$ cat src/rtl/bcp_pkg.sv
package bcp_pkg;
  typedef enum logic {
    SEL_PERIOD = 1'b0,
    SEL_WIDTH  = 1'b1
  } cmp_sel_e;
  localparam int NCMP = 2;
endpackage

$ cat src/rtl/bcp_cmp_bank.sv
module bcp_cmp_bank
  import bcp_pkg::*;
#(
  parameter int W = 16
) (
  input  logic         clk,
  input  logic         rst_n,
  input  logic         run,
  input  logic         xfer,
  input  logic         wr_en,
  input  logic         wr_sel,
  input  logic [W-1:0] wr_data,
  output logic [W-1:0] per_buf,
  output logic [W-1:0] wid_buf
);
  logic [W-1:0] regs [NCMP];
  logic [W-1:0] bufs [NCMP];

  for (genvar i = 0; i < NCMP; i++) begin : g_ch
    always_ff @(posedge clk) begin
      if (!rst_n) begin
        regs[i] <= '0;
        bufs[i] <= '0;
      end else begin
        if (wr_en && (wr_sel == 1'(i))) regs[i] <= wr_data;
        if (!run || xfer) bufs[i] <= regs[i];
      end
    end


    buf_hold_chk: assert property (@(posedge clk) disable iff (!rst_n)
      (run && !xfer) |=> $stable(bufs[i]));
  end

  assign per_buf = bufs[int'(SEL_PERIOD)];
  assign wid_buf = bufs[int'(SEL_WIDTH)];
endmodule

$ cat src/rtl/bcp_counter.sv
module bcp_counter #(
  parameter int W = 16
) (
  input  logic         clk,
  input  logic         rst_n,
  input  logic         run,
  input  logic         tick,
  input  logic [W-1:0] per_buf,
  output logic [W-1:0] cnt,
  output logic         armed,
  output logic         per_hit
);
  localparam logic [W-1:0] IDLE_VAL = '1;

  assign per_hit = run && tick && armed && (cnt == per_buf);

  always_ff @(posedge clk) begin
    if (!rst_n || !run) begin
      cnt   <= IDLE_VAL;
      armed <= 1'b0;
    end else if (tick) begin
      armed <= 1'b1;
      cnt   <= per_hit ? '0 : cnt + 1'b1;
    end
  end


  idle_hold_chk: assert property (@(posedge clk) disable iff (!rst_n)
    !run |=> (cnt == IDLE_VAL) && !armed);

  tick_gate_chk: assert property (@(posedge clk) disable iff (!rst_n)
    (run && !tick) |=> $stable(cnt));

  clear_chk: assert property (@(posedge clk) disable iff (!rst_n)
    per_hit |=> (cnt == '0));
endmodule

$ cat src/rtl/bcp_outgen.sv
module bcp_outgen #(
  parameter int W = 16
) (
  input  logic         clk,
  input  logic         rst_n,
  input  logic         run,
  input  logic         tick,
  input  logic         armed,
  input  logic         per_hit,
  input  logic         act_high,
  input  logic [W-1:0] cnt,
  input  logic [W-1:0] wid_buf,
  output logic         pwm_out,
  output logic         tog_out,
  output logic         per_irq,
  output logic         wid_irq
);
  logic active;
  logic wid_hit;

  assign active  = armed && (cnt < wid_buf);
  assign wid_hit = run && tick && armed && (cnt == wid_buf);
  assign pwm_out = act_high ? active : !active;

  always_ff @(posedge clk) begin
    if (!rst_n) begin
      per_irq <= 1'b0;
      wid_irq <= 1'b0;
      tog_out <= 1'b0;
    end else begin
      per_irq <= per_hit;
      wid_irq <= wid_hit;
      if (!run)        tog_out <= 1'b0;
      else if (per_hit) tog_out <= !tog_out;
    end
  end


  per_irq_clear_chk: assert property (@(posedge clk) disable iff (!rst_n)
    per_irq |-> (cnt == '0));

  tog_pair_chk: assert property (@(posedge clk) disable iff (!rst_n)
    (run && $past(run) && (tog_out != $past(tog_out))) |-> per_irq);

  zero_width_chk: assert property (@(posedge clk) disable iff (!rst_n)
    (wid_buf == '0) |-> !active);

  idle_quiet_chk: assert property (@(posedge clk) disable iff (!rst_n)
    !run |=> !per_irq && !wid_irq && !tog_out);
endmodule

$ cat src/rtl/bcp_timer.sv
module bcp_timer
  import bcp_pkg::*;
#(
  parameter int W = 16
) (
  input  logic         clk,
  input  logic         rst_n,
  input  logic         cnt_tick,
  input  logic         run_en,
  input  logic         act_high,
  input  logic         wr_en,
  input  logic         wr_sel,
  input  logic [W-1:0] wr_data,
  output logic         pwm_out,
  output logic         tog_out,
  output logic         per_irq,
  output logic         wid_irq
);
  logic [W-1:0] per_buf, wid_buf, cnt;
  logic         armed, per_hit;

  bcp_cmp_bank #(.W(W)) u_bank (
    .clk(clk), .rst_n(rst_n), .run(run_en), .xfer(per_hit),
    .wr_en(wr_en), .wr_sel(wr_sel), .wr_data(wr_data),
    .per_buf(per_buf), .wid_buf(wid_buf)
  );

  bcp_counter #(.W(W)) u_cnt (
    .clk(clk), .rst_n(rst_n), .run(run_en), .tick(cnt_tick),
    .per_buf(per_buf), .cnt(cnt), .armed(armed), .per_hit(per_hit)
  );

  bcp_outgen #(.W(W)) u_out (
    .clk(clk), .rst_n(rst_n), .run(run_en), .tick(cnt_tick),
    .armed(armed), .per_hit(per_hit), .act_high(act_high),
    .cnt(cnt), .wid_buf(wid_buf),
    .pwm_out(pwm_out), .tog_out(tog_out),
    .per_irq(per_irq), .wid_irq(wid_irq)
  );
endmodule

$ cat config.mk
export PLATFORM = sky130hd
export DESIGN_NAME = bcp_timer
export DESIGN_NICKNAME = d
export VERILOG_FILES = /design/src/rtl/bcp_pkg.sv /design/src/rtl/bcp_cmp_bank.sv /design/src/rtl/bcp_counter.sv /design/src/rtl/bcp_outgen.sv /design/src/rtl/bcp_timer.sv
export SDC_FILE = /design/constraint.sdc
export NUM_CORES = 1
export LEC_CHECK = 0
export BUFFER_PORTS_ARGS = -buffer_cell sky130_fd_sc_hd__buf_2
export CORE_ASPECT_RATIO = 0.5
export CORE_MARGIN = 2
export CORE_UTILIZATION = 25
export CTS_CLUSTER_SIZE = 24
export DETAILED_ROUTE_END_ITERATION = 16
export SETUP_SLACK_MARGIN = 0.4
export SKIP_CTS_REPAIR_TIMING = 1
export SLEW_MARGIN = 20
export SYNTH_ARGS = -nofsm -noshare
export SYNTH_HDL_FRONTEND = slang
export SYNTH_SLANG_ARGS = --single-unit
$ cat constraint.sdc
create_clock -name clk -period 3.11 [get_ports clk]
set_input_delay 0.311 -clock clk [delete_from_list [all_inputs] [get_ports clk]]
set_output_delay 0.311 -clock clk [all_outputs]
set_load 0.005 [all_outputs]
==> out/summary.txt, run 1 <==
status: finished clean
fin util: 29.94%
DR iter-0 viols: 260
clock skew: 7.279 ps
CP max stage delay: 390 ps
crit end category: output port
Max Buffers Root-to-Sink: 2
Slew headroom: 51.80%
Top FF cell, synth: edfxtp_1
Row Count: 32
first-pass GRT wire length: 12.32 mm
Chip Height: 92.39 um
cells taking the most area after synthesis: edfxtp_1, dfxtp_1, ha_1, and2_1, nand2_1
Pre-Repair DR Iteration Count: 4
Async S/R FF share, synth: 0%
Required @ worst endpoint: 2800 ps
clock-pin slew of the registers on the worst-case setup and hold paths: 60 ps
max-slew violations: 0
final hold vios: 0
via count: 2492
DR WL/cell: 12.46 um
Ys Warns: 0
CTS Buf Count: 9
die area: 16700 sq um
remaining global-route overflow: 0
f_max: 0.3918 GHz
# port buffers: 26
RSZ-0062 raised after global routing: false
CORE AREA: 15330 sq um
setup TNS: 0 ps
n_diodes: 0
proportion of layout cells with a drive suffix above 1: 14.07%
post-synth top area share: 49.20%
# setup viols final: 0
min-delay worst type: primary input to flip-flop
layout net count: 426
Post-Syn Nets: 397
Initial Util: 25.47%
register area share after synthesis: 59.45%
largest area contributor in the netlist: edfxtp_1
syn_area_per_cell: 10.94 sq um
clk_lat worst skew: 330 ps
largest net degree at the start of global routing: 41
routed length on met2: 3.415 mm
TritonCTS clock tree: built
top-count cell post-synth: edfxtp_1
Critical-path top delay cell: dfxtp_1
vias in the first global route: 2490
FF+latch count, synth: 84
Pwr Density: 582.3 nW/um^2
Post-synth top cells: edfxtp_1, nand2_1, nor2_1, and2_1, dfxtp_1
CTS Root Cell: clkbuf_16
P_leak: 1.779 nW
Post-DP HPWL: 5.160 mm
H-Tree Depth: 3
initial antenna violation count: 0
Worst Setup Slack, final: 557.8 ps
die width: 180.8 um
pre-CTS setup slack: 762.9 ps
critical-path cell list: ha_1 -> nand4_1 -> nor4_2 -> a21bo_1 -> nand4_1 -> xor2_1 -> buf_2
drt drc: 0
fin crit share: 82.07%
Routability Congestion: 0.8068
WHS: 261.8 ps
cell repeated most along the worst path: nand4_1
final WL: 7.411 mm
Final Total Pwr: 0.002673 W
routed vias/inst: 4.188
Tightest Pin Transition: 721.2 ps
post-route ant nets: 0
VDD IR max: 288.6 uV
minimum clock period: 2552 ps
Area Overhead vs Synth: 17.52%
CTS sink cnt: 84
Top Metal Used: met4
CP Data Arrival Time: 2240 ps
Synth Instances: 357
total track usage: 9.306%
wl on met1: 3.618 mm
met3 routed WL: 217 um
max_cap viols: 0
IO Pins: 27
Synth Cell Area: 3906 sq um
worst-path fanout max: 5
critical setup path kind: flip-flop to output port
Synth cell types: 33
type of origin of the critical path: flip-flop
number of synthesized flops with an enable pin: 64
## flip-flops by register name (all words and copies together), names as in the netlist
register	flops
u_bank.bufs	32
u_bank.regs	32
u_cnt.armed	1
u_cnt.cnt	16
u_out.per_irq	1
u_out.tog_out	1
u_out.wid_irq	1
## worst paths after layout
path | depth (start not counted) | from | endpoint | slack (ps)
worst max-delay path | 7 | u_cnt.cnt[11]$_SDFFE_PN1P_ | pwm_out | 560
worst min-delay path | 2 | wr_data[14] | u_bank.regs[0][14]$_SDFFCE_PN0P_ | 260
worst max register to register | 5 | u_cnt.cnt[2]$_SDFFE_PN1P_ | u_bank.bufs[0][10]$_SDFFCE_PN0P_ | 940
worst min register to register | 2 | u_cnt.armed$_SDFFE_PN0P_ | u_cnt.armed$_SDFFE_PN0P_ | 510
## layout make-up
type / count / area (sq um)
clock buffer: 9 / 225.2
multi-input combinational: 241 / 1465
inverter: 19 / 71.32
tap: 204 / 255.2
clock inverter: 7 / 81.33
fill: 1555 / 10740
timing repair buffer: 31 / 167.7
sequential: 84 / 2325
## per-stage QoR
stage	instance area, sq um	cells
after floorplan	3910	357
after global placement	4275	579
after detailed placement	4275	579
after CTS	4582	595
after global routing	4591	595
final	4591	595
## cells by family (layout without fill, tap and decap cells)
group	after synthesis	after routing	synth area share (%)
buffers and inverters	32	66	3.395
DFF	84	84	59.45
AOI/OAI and AO/OA	33	33	4.612
xor gates and xnor gates	31	31	7.143
adders and majority gates	17	17	5.445
and+or+nand+nor	160	160	19.96
## per-layer routing
metal	up-vias	global-route usage, %
met5	-	0
met4	0	3.898
met3	15	2.241
met2	28	15.46
met1	1171	11.68
li1	1278	-
## cell usage in the layout (no fill, tap or decap), types with 8 or more instances in the layout
cell,n
edfxtp_1,64
nand2_1,47
nor2_1,41
and2_1,32
buf_2,26
inv_1,19
xor2_1,19
dfxtp_1,18
o21ai_1,17
ha_1,17
xnor2_1,11
nand4_1,9
clkbuf_16,9
a21oi_1,8
## critical path: cells and delay by family, from the launching register on
kind                     cells  cell delay (ps)
AO/OA/AOI/OAI                1              240
AND/OR/NAND/NOR              3              660
flip-flops                   1              390
buffers and inverters        1              120
XOR/XNOR                     1              150
adder cells (fa/ha/maj)      1              350
## where the power goes
group          total, W  internal [W]  leakage [nW]  switching, W
Clock           0.00109      0.000636         0.153      0.000449
Combinational  0.000251      0.000107         0.785      0.000144
Sequential      0.00134       0.00129         0.841     0.0000470
No activity file was read; power rests on OpenSTA's default activity.
==> run 2, diff against run 1 <==
- clock period: 3.11 -> 2.37 ns (I/O delays scaled with it)
==> out/summary.txt, run 2 (same netlist as run 1, synthesis figures left out) <==
status: finished clean
IO Pins: 27
Final Total Pwr: 0.003603 W
critical setup path kind: flip-flop to output port
biggest regs: u_bank.bufs (32), u_bank.regs (32), u_cnt.cnt (16)
internal reg-to-reg setup slack: 290 ps
Filler cells: 1529
n_diodes: 0
pre-CTS setup slack: 274.0 ps
minimum clock period: 2322 ps
clk_lat worst skew: 340 ps
final hold vios: 0
# setup viols final: 0
Post-DP HPWL: 5.310 mm
DR iter-0 viols: 193
Critical-path top delay cell: nor4_2
CTS Buf Count: 9
layout net count: 437
Buf/Inv on CP: 2
proportion of layout cells with a drive suffix above 1: 20.15%
Row Count: 32
CP max stage delay: 340 ps
Pwr Density: 748.8 nW/um^2
VDD IR max: 333.0 uV
initial antenna violation count: 0
Pre-Repair DR Iteration Count: 5
crit end category: output port
drt drc: 0
clock-pin slew of the registers on the worst-case setup and hold paths: 70 ps
DR WL/cell: 13.02 um
Chip Height: 92.39 um
Critical R2R Capture: u_bank.bufs[1][0]$_SDFFCE_PN0P_
largest net degree at the start of global routing: 33
RSZ-0062 raised after global routing: true
fin crit share: 97.99%
WHS: 178.9 ps
type of origin of the critical path: flip-flop
die width: 180.8 um
CTS sink cnt: 84
critical-path cell list: inv_1 -> ha_1 -> nand4_1 -> nor4_2 -> a21bo_1 -> nand4_1 -> xor2_1 -> buf_2
cell repeated most along the worst path: nand4_1
multi-input gate area in the final layout: 1529 sq um
CP Data Arrival Time: 2090 ps
Worst Setup Slack, final: 47.58 ps
hold path start: wr_data[12]
f_max: 0.4306 GHz
most frequent cells in the layout: edfxtp_1, nand2_1, nor2_1
TritonCTS clock tree: built
worst reg2reg startpoint: u_bank.bufs[0][12]$_SDFFCE_PN0P_
setup TNS: 0 ps
worst-path fanout max: 2
P_leak: 1.859 nW
CORE AREA: 15330 sq um
Max Buffers Root-to-Sink: 2
crit-path leading delay family: simple AND/OR/NAND/NOR gates
worst min-delay path endpoint: u_bank.regs[1][12]$_SDFFCE_PN0P_
post-route ant nets: 0
routed vias/inst: 4.218
Required @ worst endpoint: 2130 ps
Reg2Reg Depth: 4
Area Overhead vs Synth: 23.19%
H-Tree Depth: 3
Tightest Pin Transition: 769.8 ps
final WL: 7.892 mm
hold path depth: 2
die area: 16700 sq um
max-slew violations: 0
first-pass GRT wire length: 12.46 mm
Initial Util: 25.47%
min-delay worst type: primary input to flip-flop
clock skew: 8.906 ps
commonest non-fill, non-tap cell in the layout: edfxtp_1
Storage cell area: 2336 sq um
CTS Root Cell: clkbuf_16
Routability Congestion: 0.8217
via count: 2556
vias in the first global route: 2371
# port buffers: 26
remaining global-route overflow: 0
max_cap viols: 0
total track usage: 9.624%
Slew headroom: 48.56%
## run 2: worst max path at each step
stage	start	end	slack, ps	cells past startpoint
6_report	u_bank.bufs[1][9]$_SDFFCE_PN0P_	pwm_out	50	8
5_1_grt	u_cnt.cnt[13]$_SDFFE_PN1P_	pwm_out	-100	7
4_1_cts	u_cnt.cnt[13]$_SDFFE_PN1P_	pwm_out	-100	7
3_5_place_dp	u_cnt.cnt[13]$_SDFFE_PN1P_	pwm_out	270	7
3_3_place_gp	u_cnt.cnt[11]$_SDFFE_PN1P_	pwm_out	370	7
2_1_floorplan	u_bank.bufs[0][8]$_SDFFCE_PN0P_	u_bank.bufs[0][0]$_SDFFCE_PN0P_	290	4
## run 2: per-layer routing
layer | vias to the layer above | part of all wire, % | global-route usage (%)
met2 | 34 | 46 | 14.35
li1 | 1304 | - | -
met4 | 0 | 2.1 | 3.629
met5 | - | 0 | 0
met1 | 1205 | 49 | 13.22
met3 | 13 | 3.5 | 2.753
## run 2: where the power goes
part	switching, W	internal [W]
Sequential	0.0000605	0.00169
Clock	0.000634	0.000850
Combinational	0.000203	0.000163
Total	0.000897	0.00271
## run 2: layout make-up
cell class / count / share of cell area (%)
clock buffer: 9 / 4.680
timing repair buffer: 42 / 6.344
clock inverter: 7 / 1.872
inverter: 19 / 1.482
multi-input combinational: 241 / 31.77
tap: 204 / 5.304
sequential: 84 / 48.54
## run 2: stage by stage
stage               cell area (sq um)  util, %  instances
floorplan                        3921        -        357
global placement                 4337    28.28        584
detailed placement               4337    28.28        584
CTS                              4652    30.34        600
global route                     4812    31.38        606
finish                           4812    31.38        606
